## config.mk

```make
export PLATFORM = sky130hd
export DESIGN_NAME = sopot_mult
export DESIGN_NICKNAME = d
export VERILOG_FILES = /design/src/rtl/sopot_pkg.sv /design/src/rtl/sopot_ctrl.sv /design/src/rtl/sopot_term_unit.sv /design/src/rtl/sopot_datapath.sv /design/src/rtl/sopot_mult.sv
export SDC_FILE = /design/constraint.sdc
export NUM_CORES = 1
export LEC_CHECK = 0
export CAP_MARGIN = 20
export CORE_ASPECT_RATIO = 0.8
export CORE_MARGIN = 2
export CORE_UTILIZATION = 30
export DETAILED_ROUTE_END_ITERATION = 16
export SLEW_MARGIN = 15
export SYNTH_ARGS = -nofsm -noshare
export SYNTH_HDL_FRONTEND = slang
export SYNTH_SLANG_ARGS = --single-unit
export TNS_END_PERCENT = 5
```

## constraint.sdc

```tcl
create_clock -name clk -period 6.05 [get_ports clk]
set_clock_uncertainty 0.05 [all_clocks]
set_input_delay 0.605 -clock clk [delete_from_list [all_inputs] [get_ports clk]]
set_output_delay 0.605 -clock clk [all_outputs]
set_load 0.01 [all_outputs]
```

## src/rtl/sopot_pkg.sv

```systemverilog
package sopot_pkg;

  localparam int EXP_W  = 4;
  localparam int SLOT_W = EXP_W + 2;

  typedef struct packed {
    logic             valid;
    logic             neg;
    logic [EXP_W-1:0] exp;
  } term_t;

  typedef struct packed {
    logic stage1En;
    logic stage2En;
  } pipe_ctrl_t;

endpackage

```

## src/rtl/sopot_ctrl.sv

```systemverilog
module sopot_ctrl
  import sopot_pkg::*;
#(
  parameter int NUM_TERMS = 4
) (
  input  logic                        clk,
  input  logic                        rstN,
  input  logic                        loadStrobe,
  input  term_t [NUM_TERMS-1:0]       termsIn,
  input  logic                        inValid,
  output term_t [NUM_TERMS-1:0]       termReg,
  output pipe_ctrl_t                  strobes,
  output logic                        outValid
);

  logic midValid;
  logic lastValid;

  always_ff @(posedge clk or negedge rstN) begin
    if (!rstN) begin
      termReg   <= '0;
      midValid  <= 1'b0;
      lastValid <= 1'b0;
    end else begin
      if (loadStrobe) termReg <= termsIn;
      midValid  <= inValid;
      lastValid <= midValid;
    end
  end

  always_comb begin
    strobes.stage1En = inValid;
    strobes.stage2En = midValid;
  end

  assign outValid = lastValid;

  assert_latency_R6: assert property (@(posedge clk) disable iff (!rstN)
    inValid |-> ##2 outValid);

  assert_no_spurious_R6: assert property (@(posedge clk) disable iff (!rstN)
    !inValid |-> ##2 !outValid);

  assert_terms_hold_R7: assert property (@(posedge clk) disable iff (!rstN)
    !loadStrobe |=> $stable(termReg));

endmodule

```

## src/rtl/sopot_term_unit.sv

```systemverilog
module sopot_term_unit
  import sopot_pkg::*;
#(
  parameter int DATA_W    = 16,
  parameter int MAX_DEPTH = 12,
  parameter int OUT_W     = DATA_W + MAX_DEPTH + 2
) (
  input  logic signed [DATA_W-1:0] sample,
  input  term_t                    term,
  output logic signed [OUT_W-1:0]  contribution
);

  localparam logic [EXP_W-1:0] DEPTH_CODE = EXP_W'(MAX_DEPTH);

  logic                    active;
  logic [EXP_W-1:0]        shiftAmt;
  logic signed [OUT_W-1:0] wide;
  logic signed [OUT_W-1:0] shifted;

  assign active   = term.valid && (term.exp != '0) && (term.exp <= DEPTH_CODE);
  assign shiftAmt = active ? (DEPTH_CODE - term.exp) : '0;
  assign wide     = {{(OUT_W-DATA_W){sample[DATA_W-1]}}, sample};
  assign shifted  = wide <<< shiftAmt;

  always_comb begin
    if (!active)       contribution = '0;
    else if (term.neg) contribution = -shifted;
    else               contribution = shifted;
  end

endmodule

```

## src/rtl/sopot_datapath.sv

```systemverilog
module sopot_datapath
  import sopot_pkg::*;
#(
  parameter int DATA_W    = 16,
  parameter int NUM_TERMS = 4,
  parameter int MAX_DEPTH = 12,
  parameter int OUT_W     = DATA_W + MAX_DEPTH + 2
) (
  input  logic                        clk,
  input  logic                        rstN,
  input  pipe_ctrl_t                  strobes,
  input  term_t [NUM_TERMS-1:0]       termReg,
  input  logic signed [DATA_W-1:0]    sample,
  output logic signed [OUT_W-1:0]     product
);

  localparam int NUM_PAIRS = (NUM_TERMS + 1) / 2;
  localparam logic [EXP_W-1:0] DEPTH_CODE = EXP_W'(MAX_DEPTH);

  logic signed [OUT_W-1:0] contrib  [NUM_TERMS];
  logic signed [OUT_W-1:0] pairSum  [NUM_PAIRS];
  logic signed [OUT_W-1:0] partial  [NUM_PAIRS];
  logic signed [OUT_W-1:0] total;

  for (genvar t = 0; t < NUM_TERMS; t++) begin : g_term
    sopot_term_unit #(
      .DATA_W   (DATA_W),
      .MAX_DEPTH(MAX_DEPTH),
      .OUT_W    (OUT_W)
    ) u_term (
      .sample      (sample),
      .term        (termReg[t]),
      .contribution(contrib[t])
    );
  end

  for (genvar p = 0; p < NUM_PAIRS; p++) begin : g_pair
    if (2*p + 1 < NUM_TERMS) begin : g_two
      assign pairSum[p] = contrib[2*p] + contrib[2*p+1];
    end else begin : g_one
      assign pairSum[p] = contrib[2*p];
    end

    always_ff @(posedge clk or negedge rstN) begin
      if (!rstN)                 partial[p] <= '0;
      else if (strobes.stage1En) partial[p] <= pairSum[p];
    end
  end

  always_comb begin
    total = '0;
    for (int p = 0; p < NUM_PAIRS; p++) total = total + partial[p];
  end

  always_ff @(posedge clk or negedge rstN) begin
    if (!rstN)                 product <= '0;
    else if (strobes.stage2En) product <= total;
  end

  // Observation signals for the checks below
  logic noneValid;
  logic noneInRange;
  logic partialZero;

  always_comb begin
    noneValid   = 1'b1;
    noneInRange = 1'b1;
    for (int t = 0; t < NUM_TERMS; t++) begin
      if (termReg[t].valid) noneValid = 1'b0;
      if (termReg[t].exp != '0 && termReg[t].exp <= DEPTH_CODE) noneInRange = 1'b0;
    end
    partialZero = 1'b1;
    for (int p = 0; p < NUM_PAIRS; p++)
      if (partial[p] != '0) partialZero = 1'b0;
  end

  assert_invalid_zero_R4: assert property (@(posedge clk) disable iff (!rstN)
    (strobes.stage1En && noneValid) |=> partialZero);

  assert_range_zero_R5: assert property (@(posedge clk) disable iff (!rstN)
    (strobes.stage1En && noneInRange) |=> partialZero);

  assert_hold_R9: assert property (@(posedge clk) disable iff (!rstN)
    !strobes.stage2En |=> $stable(product));

endmodule

```

## src/rtl/sopot_mult.sv

```systemverilog
module sopot_mult
  import sopot_pkg::*;
#(
  parameter int DATA_W    = 16,
  parameter int NUM_TERMS = 4,
  parameter int MAX_DEPTH = 12,
  localparam int OUT_W    = DATA_W + MAX_DEPTH + 2,
  localparam int LIST_W   = NUM_TERMS * SLOT_W
) (
  input  logic                     clk,
  input  logic                     rstN,
  input  logic                     loadStrobe,
  input  logic [LIST_W-1:0]        termList,
  input  logic                     inValid,
  input  logic signed [DATA_W-1:0] sample,
  output logic                     outValid,
  output logic signed [OUT_W-1:0]  product
);

  localparam longint BOUND = longint'(NUM_TERMS) <<< (DATA_W + MAX_DEPTH - 2);

  term_t [NUM_TERMS-1:0] termsIn;
  term_t [NUM_TERMS-1:0] termReg;
  pipe_ctrl_t            strobes;

  assign termsIn = termList;

  sopot_ctrl #(
    .NUM_TERMS(NUM_TERMS)
  ) u_ctrl (
    .clk       (clk),
    .rstN      (rstN),
    .loadStrobe(loadStrobe),
    .termsIn   (termsIn),
    .inValid   (inValid),
    .termReg   (termReg),
    .strobes   (strobes),
    .outValid  (outValid)
  );

  sopot_datapath #(
    .DATA_W   (DATA_W),
    .NUM_TERMS(NUM_TERMS),
    .MAX_DEPTH(MAX_DEPTH),
    .OUT_W    (OUT_W)
  ) u_dp (
    .clk    (clk),
    .rstN   (rstN),
    .strobes(strobes),
    .termReg(termReg),
    .sample (sample),
    .product(product)
  );

  assert_no_overflow_R3: assert property (@(posedge clk) disable iff (!rstN)
    outValid |-> (longint'(product) <= BOUND) && (longint'(product) >= -BOUND));

  assert_zero_sample_R1: assert property (@(posedge clk) disable iff (!rstN)
    (inValid && sample == '0) |-> ##2 (product == '0));

endmodule

```

Yosys cells after proc, flatten, opt, wreduce, memory -nomap -nowiden
Index checks and enable logic that the tools add are counted.
Widths: inputs -> output; s select.
Word-level totals
  bits in registers: 116
  input bits: 44
  output and inout port bits: 31
  logic and storage cells: 60
Operators by class
  $add $sub $neg: 11
  $lt $le $gt $ge: 4
  shift operators: 4
  multiplexer cells: 12
  reduce and logical (&&, ||, !) cells: 12
Operators with widths (count)
  $mux 30: 8
  $neg 30->30: 4
  $sshl 16x4->30: 4
  $add 30x30->30: 3
  $le 4x4->1 const B: 4
  $mux 4: 4
  $reduce_bool 4->1: 4
  $sub 4x4->4 const A: 4
  $logic_and 1x1->1: 8

Longest topological paths before layout
  word-level depth: 9
  depth in mapped cells: 33
  mapped depth without buffers: 28

Modules after synthesis
From an unflattened synthesis, not the netlist that was laid out.
Second synthesis, totals
  cell total of the unflattened synthesis: 2413
  area, all modules: 18297.5 um^2
Modules (own cells, without submodules)
  sopot_datapath: instances 1, cells an instance 843, area an instance 7820.0 um^2, sequential area each 2252.2 um^2
  sopot_term_unit (u_dp.g_term[1].u_term ...): instances 3, cells an instance 390, area an instance 2384.8 um^2, sequential area each 0.0 um^2
  sopot_term_unit (u_dp.g_term[0].u_term): instances 1, cells an instance 345, area an instance 2260.9 um^2, sequential area each 0.0 um^2
  sopot_ctrl: instances 1, cells an instance 55, area an instance 1062.3 um^2, sequential area each 650.6 um^2

Least setup slack after synthesis
Ideal clock, no wire load.
  path type: register to register
  start: register u_ctrl.termReg[18] (netlist name)
  end: register u_dp.partial[26] (netlist name)
  library setup time: 0.125 ns
  arrival: 6.462 ns
  required time: 5.875 ns
  path slack: -0.587 ns
  stages on the path, launching flop included: 30
  path buffers: 5
  period minus slack after synthesis: 6.637 ns
  path through: dfrtp_1 -> clkbuf_1 -> inv_1 -> clkbuf_1 -> ha_1 -> or3b_1 -> buf_2 -> and3_1 -> clkbuf_1 -> clkbuf_1 -> a32oi_1 -> nand2_1 -> o311ai_1 -> nand3_1 -> or2_2 -> and3_1 -> nor3_1 -> ha_1 -> a21o_1 -> a21o_1 -> a21oi_1 -> nor2_1 -> o311a_1 -> o31ai_1 -> o21ai_0 -> and2_1 -> or4_1 -> a31oi_1 -> xnor2_1 -> mux2_2
Between the ends
  cells in the longest elaborated chain, start to end: 9
  elaborated cells between the ends (all ways): 11
  those cells by class: add/sub: 3; order compare: 1; shift: 1; mux: 3; reduce/logical: 3
RTL lines
  branches (longest 7 deep; another with $neg 30->30)
  $mux 30 (*): RTL line sopot_term_unit.sv:26  | if (!active) contribution = '0;
  $add 30x30->30 (*): RTL line sopot_datapath.sv:39  | assign pairSum[p] = contrib[2*p] + contrib[2*p+1];
  to (signal, indexed assignment): RTL line sopot_datapath.sv:46  | else if (strobes.stage1En) partial[p] <= pairSum[p];
  to (decl): RTL line sopot_datapath.sv:22  | logic signed [OUT_W-1:0] partial [NUM_PAIRS];
Every way passes the cells marked *.
A chain may end at the register's enable or synchronous reset.

Worst setup path in the final report
  start: register u_ctrl.termReg[13] (netlist name)
  end: register u_dp.partial[29] (netlist name)
Between the ends
  cells in the longest elaborated chain, start to end: 9
  elaborated cells between the ends (all ways): 11
  those cells by class: add/sub: 3; order compare: 1; shift: 1; mux: 3; reduce/logical: 3
RTL lines (RTL line)
  branches (longest 7 deep; another with $neg 30->30)
  $mux 30 (*): sopot_term_unit.sv:26
  $add 30x30->30 (*): sopot_datapath.sv:39
Marked as above.

==> impl_metrics.tcl <==
set metrics [dict create \
    fin_crit_ps 5870 \
    vias_per_cell 5.62 \
    dr.pass1.iters 5 \
    setup_slack_ps 184 \
    dr_wl_met2_um 31200 \
    diodes 0 \
    met1_length_um 32700 \
    seq_area_frac_synth_pct 16.9 \
    p_total_mw 6.99 \
    cts_buffer_depth 2 \
    synth.distinct_cells 90 \
    portBuffers 74 \
    async_reset_ff_share_pct 100 \
    wl_met3_um 4090 \
    clk_pin_slew_ps 70 \
    max_freq_mhz 170 \
    finalHoldViolCount 0 \
    htree_levels 4 \
    clk_latency_ps 460 \
    wl_um 68800 \
    tightest_slew_ps 1010 \
    slowest_stage "or4b_4" \
    dp_hpwl_um 53700 \
    synth.net_count 2477 \
    highest_layer "met4" \
    maxSlewHeadroom_pct 33.0 \
    fin_util_pct 40.5 \
    synth.avg_cell_area_sq_um 7.37 \
    nNetsFinal 2839 \
    status "complete, no violations" \
    first_iter_violations 1825 \
    hold_ws_ps 122 \
    synth_area_leader_cell "dfrtp_1" \
    post-place-ws_ps -288 \
    cts.sinks 116 \
    final.setup.tns_ps 0 \
    overflow 0 \
    period_share_pct 97.0 \
    worstPathMaxFanout 7 \
    cts_tree "done" \
    io_pins 75 \
    crit_top_cell "buf_4" \
    hold_class "input port to async pin" \
    num_vias 19500 \
    peakVddDrop_v 0.000197 \
    hold_buffers 0 \
    setup_viol 0 \
    area_growth_pct 33.6 \
    required_ps 6380 \
    max_cap_viol_count 0 \
    grt_max_degree 76 \
    synthMostInstantiatedCell "nor2_1" \
    synth_cells 2335 \
    ys_top_cells_by_area "dfrtp_1 17%, ha_1 6.9%, mux2_2 6.5%" \
    yosys_register_bits 116 \
    yosysWarnings 0 \
    grt_setup_unrepaired "yes" \
    p_per_area_nw_per_um2 304 \
    drc_errors 0 \
    layout-drive-gt1-share_pct 27.7 \
    ant_nets 0 \
    synth_edf_count 0 \
    crit_path_end_kind "flip-flop" \
    die_y_um 218 \
    synth_commonest_cells "281 x nor2_1, 185 x nand2_1, 180 x a21oi_1, 145 x clkbuf_1, 130 x o21ai_0" \
    routedWlPerCell_um 19.8 \
    grt_pass1_vias 18600 \
    start_kind "flip-flop" \
    p_leak_nw 9.99 \
    grt_pass1_wl_um 106000 \
    die_w_um 272 \
    antenna_found_initial 0 \
    syn_area_sq_um 17200 \
    cts_made_buffers 17 \
    start_util_pct 30.3 \
    gp_congestion 0.946 \
    track_usage_pct 22.6 \
    dieArea_sq_um 59300 \
    placementRows 78 \
    cts_root_buf "clkbuf_16" \
    yosys.area.top_type_share_pct 16.9 \
    synth_ff_type "dfrtp_1" \
    maxSlewViolCount 0 \
    arrival_ps 6200 \
    slowest_delay_ps 590 \
    crit_type "flip-flop to flip-flop" \
    core_area_sq_um 56700 \
]
## per-stage QoR
stage	std cells	instance area, sq um
after global placement	3416	21500
after CTS	3449	22100
final	3470	23000
after floorplan	2335	17300
after detailed placement	3416	21500
after global routing	3470	23000
## registers in the layout, indices dropped and copies added (netlist names)
register and count:
u_ctrl.outValid 1, u_dp.product 30, u_ctrl.termReg 24, u_ctrl.midValid 1
u_dp.partial 60
## cell usage in the layout (no fill, tap or decap), types with 17 or more instances in the layout
master and count:
a41oi_1 20, or3_1 19, o21a_1 34, nor2b_1 22
a21oi_1 167, nor3b_1 25, xor2_1 61, mux2_2 100
o2111ai_1 20, dfrtp_1 116, nor3_1 86, ha_1 90
clkbuf_16 17, nand3_1 41, a21o_1 34, or2_2 21
nor2_1 278, a211oi_1 25, o21ai_0 115, a31oi_1 37
o211ai_1 39, clkdlybuf4s50_1 71, inv_1 60, and3b_1 22
xnor2_1 110, nand2b_1 27, buf_4 423, nand2_1 178
mux2i_1 46, and3_1 19
## metal layers
layer  GRT usage (%)  vias to the layer above
met5               0                        -
met4            3.48                        0
met3            3.63                       60
met2            36.6                      562
met1            32.1                     9550
li1                -                     9345
## what timing repair did
item / in CTS / in global routing
gates resized for setup: 10 / 152
pin swaps: 0 / 38
setup buffers: 1 / 17
cloned: 0 / 4
endpoints found under the setup margin: 7 / 19
## kinds of logic after synthesis
| group | count (synthesis) | share of synthesized area [%] |
|---|---|---|
| and+or+nand+nor | 840 | 23.8 |
| muxes | 157 | 9.94 |
| AOI/OAI and AO/OA | 711 | 27.8 |
| xor gates and xnor gates | 171 | 8.71 |
| adders and majority gates | 98 | 7.26 |
| buffers and inverters | 242 | 5.59 |
| DFF | 116 | 16.9 |
## worst max-delay path: cells and delay by family, from the launching register on
family / cells / cell delay (ps)
compound gates: 11 / 2160
flops: 1 / 420
fa+ha+maj: 2 / 370
xor+xnor: 1 / 150
simple gates: 9 / 2070
buf+inv: 4 / 570
## final timing paths
check | from | endpoint | slack, ps | depth (start not counted)
worst max-delay path | u_ctrl.termReg[13]$_DFFE_PN0P_ | u_dp.partial[29]$_DFFE_PN0P_ | 180 | 27
min in group clk | u_dp.product[13]$_DFFE_PN0P_ | u_dp.product[13]$_DFFE_PN0P_ | 460 | 1
worst min-delay path | rstN | u_ctrl.termReg[22]$_DFFE_PN0P_ | 120 | 1
worst max register to register | u_ctrl.termReg[13]$_DFFE_PN0P_ | u_dp.partial[29]$_DFFE_PN0P_ | 180 | 27
worst min register to register | u_dp.product[13]$_DFFE_PN0P_ | u_dp.product[13]$_DFFE_PN0P_ | 460 | 1
max in group asynchronous | rstN | u_dp.partial[55]$_DFFE_PN0P_ | 4620 | 2
## layout make-up
class	instances	area [sq um]
Clock buffer	18	429
Clock inverter	14	104
Fill cell	5871	33700
Inverter	69	259
Multi-Input combinational cell	1979	14200
Sequential cell	116	2900
Tap cell	760	951
Timing Repair Buffer	514	4160
## report_power, final
group | leakage, nW | internal [mW] | total [mW] | switching, mW
combinational | 8.32 | 2.22 | 4.67 | 2.45
sequential | 1.42 | 1.06 | 1.33 | 0.271
clock | 0.251 | 0.527 | 0.990 | 0.463
total | 9.99 | 3.81 | 6.99 | 3.18
Power figures use the tool's default switching activity.
